File: src/rtl/fu_pkg.sv
package fu_pkg;
  localparam int unsigned FS_W = 4;

  typedef enum logic [1:0] {
    SH_PASS  = 2'b00,
    SH_RIGHT = 2'b01,
    SH_LEFT  = 2'b10,
    SH_NONE  = 2'b11
  } shift_e;

  typedef enum logic [1:0] {
    LG_AND = 2'b00,
    LG_OR  = 2'b01,
    LG_XOR = 2'b10,
    LG_NOT = 2'b11
  } logic_e;

  typedef enum logic [1:0] {
    AY_ZERO = 2'b00,
    AY_B    = 2'b01,
    AY_NOTB = 2'b10,
    AY_ONES = 2'b11
  } addend_e;
endpackage

File: src/rtl/fu_arith.sv
module fu_arith
  import fu_pkg::*;
#(
  parameter int unsigned DATA_W = 8
) (
  input  logic [DATA_W-1:0] a_i,
  input  logic [DATA_W-1:0] b_i,
  input  logic [2:0]        sel_i,
  output logic [DATA_W-1:0] g_o,
  output logic              c_o,
  output logic              v_o
);
  localparam int unsigned MSB = DATA_W - 1;

  logic [DATA_W-1:0] y;
  logic [DATA_W:0]   sum;
  addend_e           ysel;

  assign ysel = addend_e'(sel_i[2:1]);

  always_comb begin
    unique case (ysel)
      AY_ZERO: y = '0;
      AY_B:    y = b_i;
      AY_NOTB: y = ~b_i;
      default: y = '1;
    endcase
  end

  assign sum = {1'b0, a_i} + {1'b0, y} + {{DATA_W{1'b0}}, sel_i[0]};
  assign g_o = sum[MSB:0];
  assign c_o = sum[DATA_W];
  // overflow: like-signed inputs, result sign flipped
  assign v_o = (a_i[MSB] ~^ y[MSB]) & (g_o[MSB] ^ a_i[MSB]);

  always_comb begin
    // p_add_ovf_signs_r7
    if (sel_i == 3'b010 && v_o)
      assert (a_i[MSB] == b_i[MSB]) else $error("p_add_ovf_signs_r7");
    // p_pass_a_r2
    if (sel_i == 3'b000)
      assert (g_o == a_i && !c_o && !v_o) else $error("p_pass_a_r2");
  end
endmodule

File: src/rtl/fu_logic.sv
module fu_logic
  import fu_pkg::*;
#(
  parameter int unsigned DATA_W = 8
) (
  input  logic [DATA_W-1:0] a_i,
  input  logic [DATA_W-1:0] b_i,
  input  logic [1:0]        sel_i,
  output logic [DATA_W-1:0] g_o
);
  logic_e op;
  assign op = logic_e'(sel_i);

  always_comb begin
    unique case (op)
      LG_AND:  g_o = a_i & b_i;
      LG_OR:   g_o = a_i | b_i;
      LG_XOR:  g_o = a_i ^ b_i;
      default: g_o = ~a_i;
    endcase
  end

  always_comb begin
    // p_xor_self_zero_r3
    if (op == LG_XOR && a_i == b_i)
      assert (g_o == '0) else $error("p_xor_self_zero_r3");
  end
endmodule

File: src/rtl/fu_shift.sv
module fu_shift
  import fu_pkg::*;
#(
  parameter int unsigned DATA_W = 8
) (
  input  logic [DATA_W-1:0] b_i,
  input  logic [1:0]        sel_i,
  output logic [DATA_W-1:0] h_o
);
  localparam int unsigned MSB = DATA_W - 1;
  shift_e op;
  assign op = shift_e'(sel_i);

  // per-bit mux, zero fill at both ends
  for (genvar i = 0; i < DATA_W; i++) begin : g_bit
    logic from_hi, from_lo;
    if (i == MSB) begin : g_top
      assign from_hi = 1'b0;
    end else begin : g_top
      assign from_hi = b_i[i+1];
    end
    if (i == 0) begin : g_bot
      assign from_lo = 1'b0;
    end else begin : g_bot
      assign from_lo = b_i[i-1];
    end
    always_comb begin
      unique case (op)
        SH_PASS:  h_o[i] = b_i[i];
        SH_RIGHT: h_o[i] = from_hi;
        SH_LEFT:  h_o[i] = from_lo;
        default:  h_o[i] = 1'b0;
      endcase
    end
  end

  always_comb begin
    // p_right_fill_r4
    if (op == SH_RIGHT) assert (!h_o[MSB]) else $error("p_right_fill_r4");
    // p_left_fill_r4
    if (op == SH_LEFT) assert (!h_o[0]) else $error("p_left_fill_r4");
    // p_ones_kept_r4
    if (op == SH_PASS)
      assert ($countones(h_o) == $countones(b_i)) else $error("p_ones_kept_r4");
  end
endmodule

File: src/rtl/func_unit.sv
module func_unit
  import fu_pkg::*;
#(
  parameter int unsigned DATA_W = 8
) (
  input  logic [DATA_W-1:0] a_i,
  input  logic [DATA_W-1:0] b_i,
  input  logic [FS_W-1:0]   fs_i,
  output logic [DATA_W-1:0] f_o,
  output logic              v_o,
  output logic              c_o,
  output logic              n_o,
  output logic              z_o
);
  localparam int unsigned MSB = DATA_W - 1;

  logic [DATA_W-1:0] arith_g, logic_g, alu_g, shift_h;
  logic              arith_c, arith_v;
  logic              mf, is_logic;

  fu_arith #(.DATA_W(DATA_W)) u_arith (
    .a_i(a_i), .b_i(b_i), .sel_i(fs_i[2:0]),
    .g_o(arith_g), .c_o(arith_c), .v_o(arith_v)
  );

  fu_logic #(.DATA_W(DATA_W)) u_logic (
    .a_i(a_i), .b_i(b_i), .sel_i(fs_i[1:0]), .g_o(logic_g)
  );

  fu_shift #(.DATA_W(DATA_W)) u_shift (
    .b_i(b_i), .sel_i(fs_i[1:0]), .h_o(shift_h)
  );

  assign is_logic = fs_i[3];
  assign mf       = fs_i[3] & fs_i[2];
  assign alu_g    = is_logic ? logic_g : arith_g;
  assign f_o      = mf ? shift_h : alu_g;
  assign c_o      = arith_c & ~is_logic;
  assign v_o      = arith_v & ~is_logic;
  assign n_o      = f_o[MSB];
  assign z_o      = ~|f_o;

  always_comb begin
    // p_flags_quiet_r6 / r7
    if (is_logic) assert (!c_o && !v_o) else $error("p_flags_quiet_r6");
    // p_unused_zero_r5
    if (fs_i == 4'hF) assert (z_o && !n_o) else $error("p_unused_zero_r5");
    // p_zero_not_neg_r9
    if (z_o) assert (!n_o) else $error("p_zero_not_neg_r9");
    // p_mf_shift_r1
    if (mf) assert (f_o == shift_h) else $error("p_mf_shift_r1");
  end
endmodule

File: config.mk
export PLATFORM = sky130hd
export DESIGN_NAME = func_unit
export DESIGN_NICKNAME = d
export VERILOG_FILES = /design/src/rtl/fu_pkg.sv /design/src/rtl/fu_arith.sv /design/src/rtl/fu_logic.sv /design/src/rtl/fu_shift.sv /design/src/rtl/func_unit.sv
export SDC_FILE = /design/constraint.sdc
export NUM_CORES = 1
export LEC_CHECK = 0
export BUFFER_PORTS_ARGS = -buffer_cell sky130_fd_sc_hd__buf_4
export CORE_MARGIN = 2
export CORE_UTILIZATION = 58
export DETAILED_ROUTE_END_ITERATION = 8
export GPL_ROUTABILITY_DRIVEN = 0
export PLACE_DENSITY = 0.88
export RECOVER_POWER = 50
export SKIP_LAST_GASP = 1
export SLEW_MARGIN = 20
export SYNTH_ARGS = -nofsm -noshare
export SYNTH_HDL_FRONTEND = slang
export SYNTH_SLANG_ARGS = --single-unit
File: constraint.sdc
create_clock -name vclk -period 4.62
set_clock_uncertainty 0.15 [all_clocks]
set_input_delay 0.462 -clock vclk [all_inputs]
set_output_delay 0.462 -clock vclk [all_outputs]
set_load 0.01 [all_outputs]
==> impl_results.md <==
- Outcome: completed
- ANT nets after route: 0
- RSZ-0062 raised after global routing: no
- Remaining Overflow, GRT: 0
- Die Ht: 52.3 um
- Die area: 2730 um2
- Pwr per Cell Area: 129 nW/um2
- Diode count: 0
- Relative slew margins: 67.8%
- Synth unique cells: 39
- Final TNS setup: 0 ns
- DP Area: 1550 um2
- Initial Util: 61.1%
- Final Slew Violations: 0
- Data arrival time of the worst path: 3.34 ns
- Hold Path Depth: 3
- Cells after DPL: 222
- Period Utilization, post-route: 85.5%
- Hold path endpoint: v_o
- Gr usage total: 26.7%
- PortBufs: 32
- Layout cells sized above 1: 20.6%
- Routed Wire Length: 3450 um
- Leakage power total: 0.763 nW
- Post-route DRC: 0
- Highest-count cells in the layout ignoring fill and taps: buf_4 (27), ha_1 (23), inv_1 (22)
- Critical setup path kind: primary input to primary output
- Largest net degree at the start of global routing: 34
- Fmax: 0.253 GHz
- Measured slew at the worst slew-check pin: 0.471 ns
- Sequential area share after synthesis: 0%
- Final nets: 241
- Vias in the first global route: 1316
- Setup bufs post-CTS: 0
- TritonRoute pass-1 iters: 4
- Avg Inst Size Synth: 7.77 um2
- Maxcap violations: 0
- Synthesized Nets: 219
- Final Hold Viols: 0
- Cts hold-fix bufs: 0
- Critical path capture point type: primary output
- Final Instance Area: 1530 um2
- IO Count: 32
- Post-DP HPWL: 2850 um
- Area grow syn2layout: 13.4%
- Vias per cell: 6.09
- Final setup fails: 0
- Synth Instances: 174
- CP Launch Type: primary input
- HP Start: fs_i[3]
- Cell area after synthesis: 1350 um2
- Vias: 1351
- First-pass GRT wire length: 5620 um
- Seq. cell area: 0 um2
- Worst VDD drop: 0.0732 mV
- Die width: 52.3 um
- Ys Warns: 0
- Post_cts resized: 0
- Hold WC Path Type: primary input to primary output
- Final-layout clock buffer total: 0
- Final min period: 3.95 ns
- Most common cell after layout, fill and taps aside: buf_4
- Required time of the critical path: 4.01 ns
- CP max FO: 33
- Core footprint: 2210 um2
- Row count: 17
- WHS: 1.19 ns
- Initial DRC Count: 32
- Mean routed wirelength per cell: 15.5 um
- Sequential cell count: 0
- Initial antenna violation count: 0
- Finished Layout Cells: 222
-- kinds of logic (layout without fill, tap and decap cells) --
logic type,after synthesis,after routing,share of synthesized area [%]
AOI/OAI and AO/OA,41,41,18.2
adders and majority gates,25,25,24.2
buffers and inverters,35,55,11.9
muxes,24,24,24.9
and+or+nand+nor,47,47,19.4
xor gates and xnor gates,2,2,1.30
-- final cells by class --
| cell class | count | area (um2) |
|---|---|---|
| Timing Repair Buffer | 32 | 221 |
| Inverter | 23 | 86.3 |
| Fill cell | 200 | 678 |
| Multi-Input combinational cell | 139 | 1190 |
| Tap cell | 28 | 35.0 |
-- how the worst max path moves through the flow --
stage	startpoint	endpoint	slack (ns)
2_1_floorplan	fs_i[1]	z_o	0.64
3_3_place_gp	fs_i[1]	z_o	0.79
3_5_place_dp	fs_i[1]	z_o	0.70
4_1_cts	fs_i[1]	z_o	0.68
5_1_grt	fs_i[1]	z_o	0.48
6_report	fs_i[1]	z_o	0.67
-- layer usage --
layer | wire, um | share of wire (%) | track usage, %
met1 | 1460 | 42 | 33.9
met2 | 1790 | 52 | 47.7
met3 | 172 | 5.0 | 3.14
met4 | 21 | 0.61 | 5.98
met5 | 0 | 0 | 0
-- cells in the mapped netlist (2+ instances only) --
| library cell | number | area, um2 |
|---|---|---|
| a21oi_1 | 12 | 60.1 |
| nor2_1 | 10 | 37.5 |
| nand2_1 | 9 | 33.8 |
| o21a_1 | 4 | 30.0 |
| inv_1 | 22 | 82.6 |
| ha_1 | 23 | 288 |
| o21ai_0 | 13 | 65.1 |
| mux2_2 | 4 | 45.0 |
| xnor2_1 | 2 | 17.5 |
| nand3_1 | 3 | 15.0 |
| nor2b_1 | 2 | 12.5 |
| buf_2 | 3 | 15.0 |
| or3_1 | 2 | 12.5 |
| mux4_2 | 6 | 135 |
| nor3_1 | 4 | 20.0 |
| nand2b_1 | 8 | 50.1 |
| fa_1 | 2 | 40.0 |
| nor4b_1 | 2 | 17.5 |
| a2111oi_0 | 2 | 17.5 |
| nor3b_1 | 2 | 15.0 |
| a31oi_1 | 2 | 12.5 |
| buf_4 | 2 | 15.0 |
| clkbuf_1 | 5 | 18.8 |
| mux2i_1 | 13 | 130 |
| a21o_1 | 3 | 22.5 |
-- where the power goes --
| part | total, mW | leakage [nW] | switching, mW | internal, mW |
|---|---|---|---|---|
| Sequential | 0 | 0 | 0 | 0 |
| Combinational | 0.197 | 0.763 | 0.106 | 0.0912 |
| Clock | 0 | 0 | 0 | 0 |
| Total | 0.197 | 0.763 | 0.106 | 0.0912 |
-- worst max-delay path, cell delays in order --
cell	delay, ns
buf_4	0.32
mux2i_1	0.16
fa_1	0.42
fa_1	0.44
nand2b_1	0.19
a21oi_1	0.25
a21oi_1	0.08
o21a_1	0.19
or4b_4	0.53
nor4_2	0.14
buf_4	0.16
-- through the flow --
stage / util (%) / power [mW] / setup slack (ns)
after floorplan: - / 0.134 / 0.640
after global placement: 70.2 / 0.190 / 0.790
after detailed placement: 70.2 / 0.202 / 0.698
after CTS: 70.2 / 0.203 / 0.683
after global routing: 69.3 / 0.216 / 0.481
final: 69.3 / 0.197 / 0.668
(Power assumes the default switching activity.)
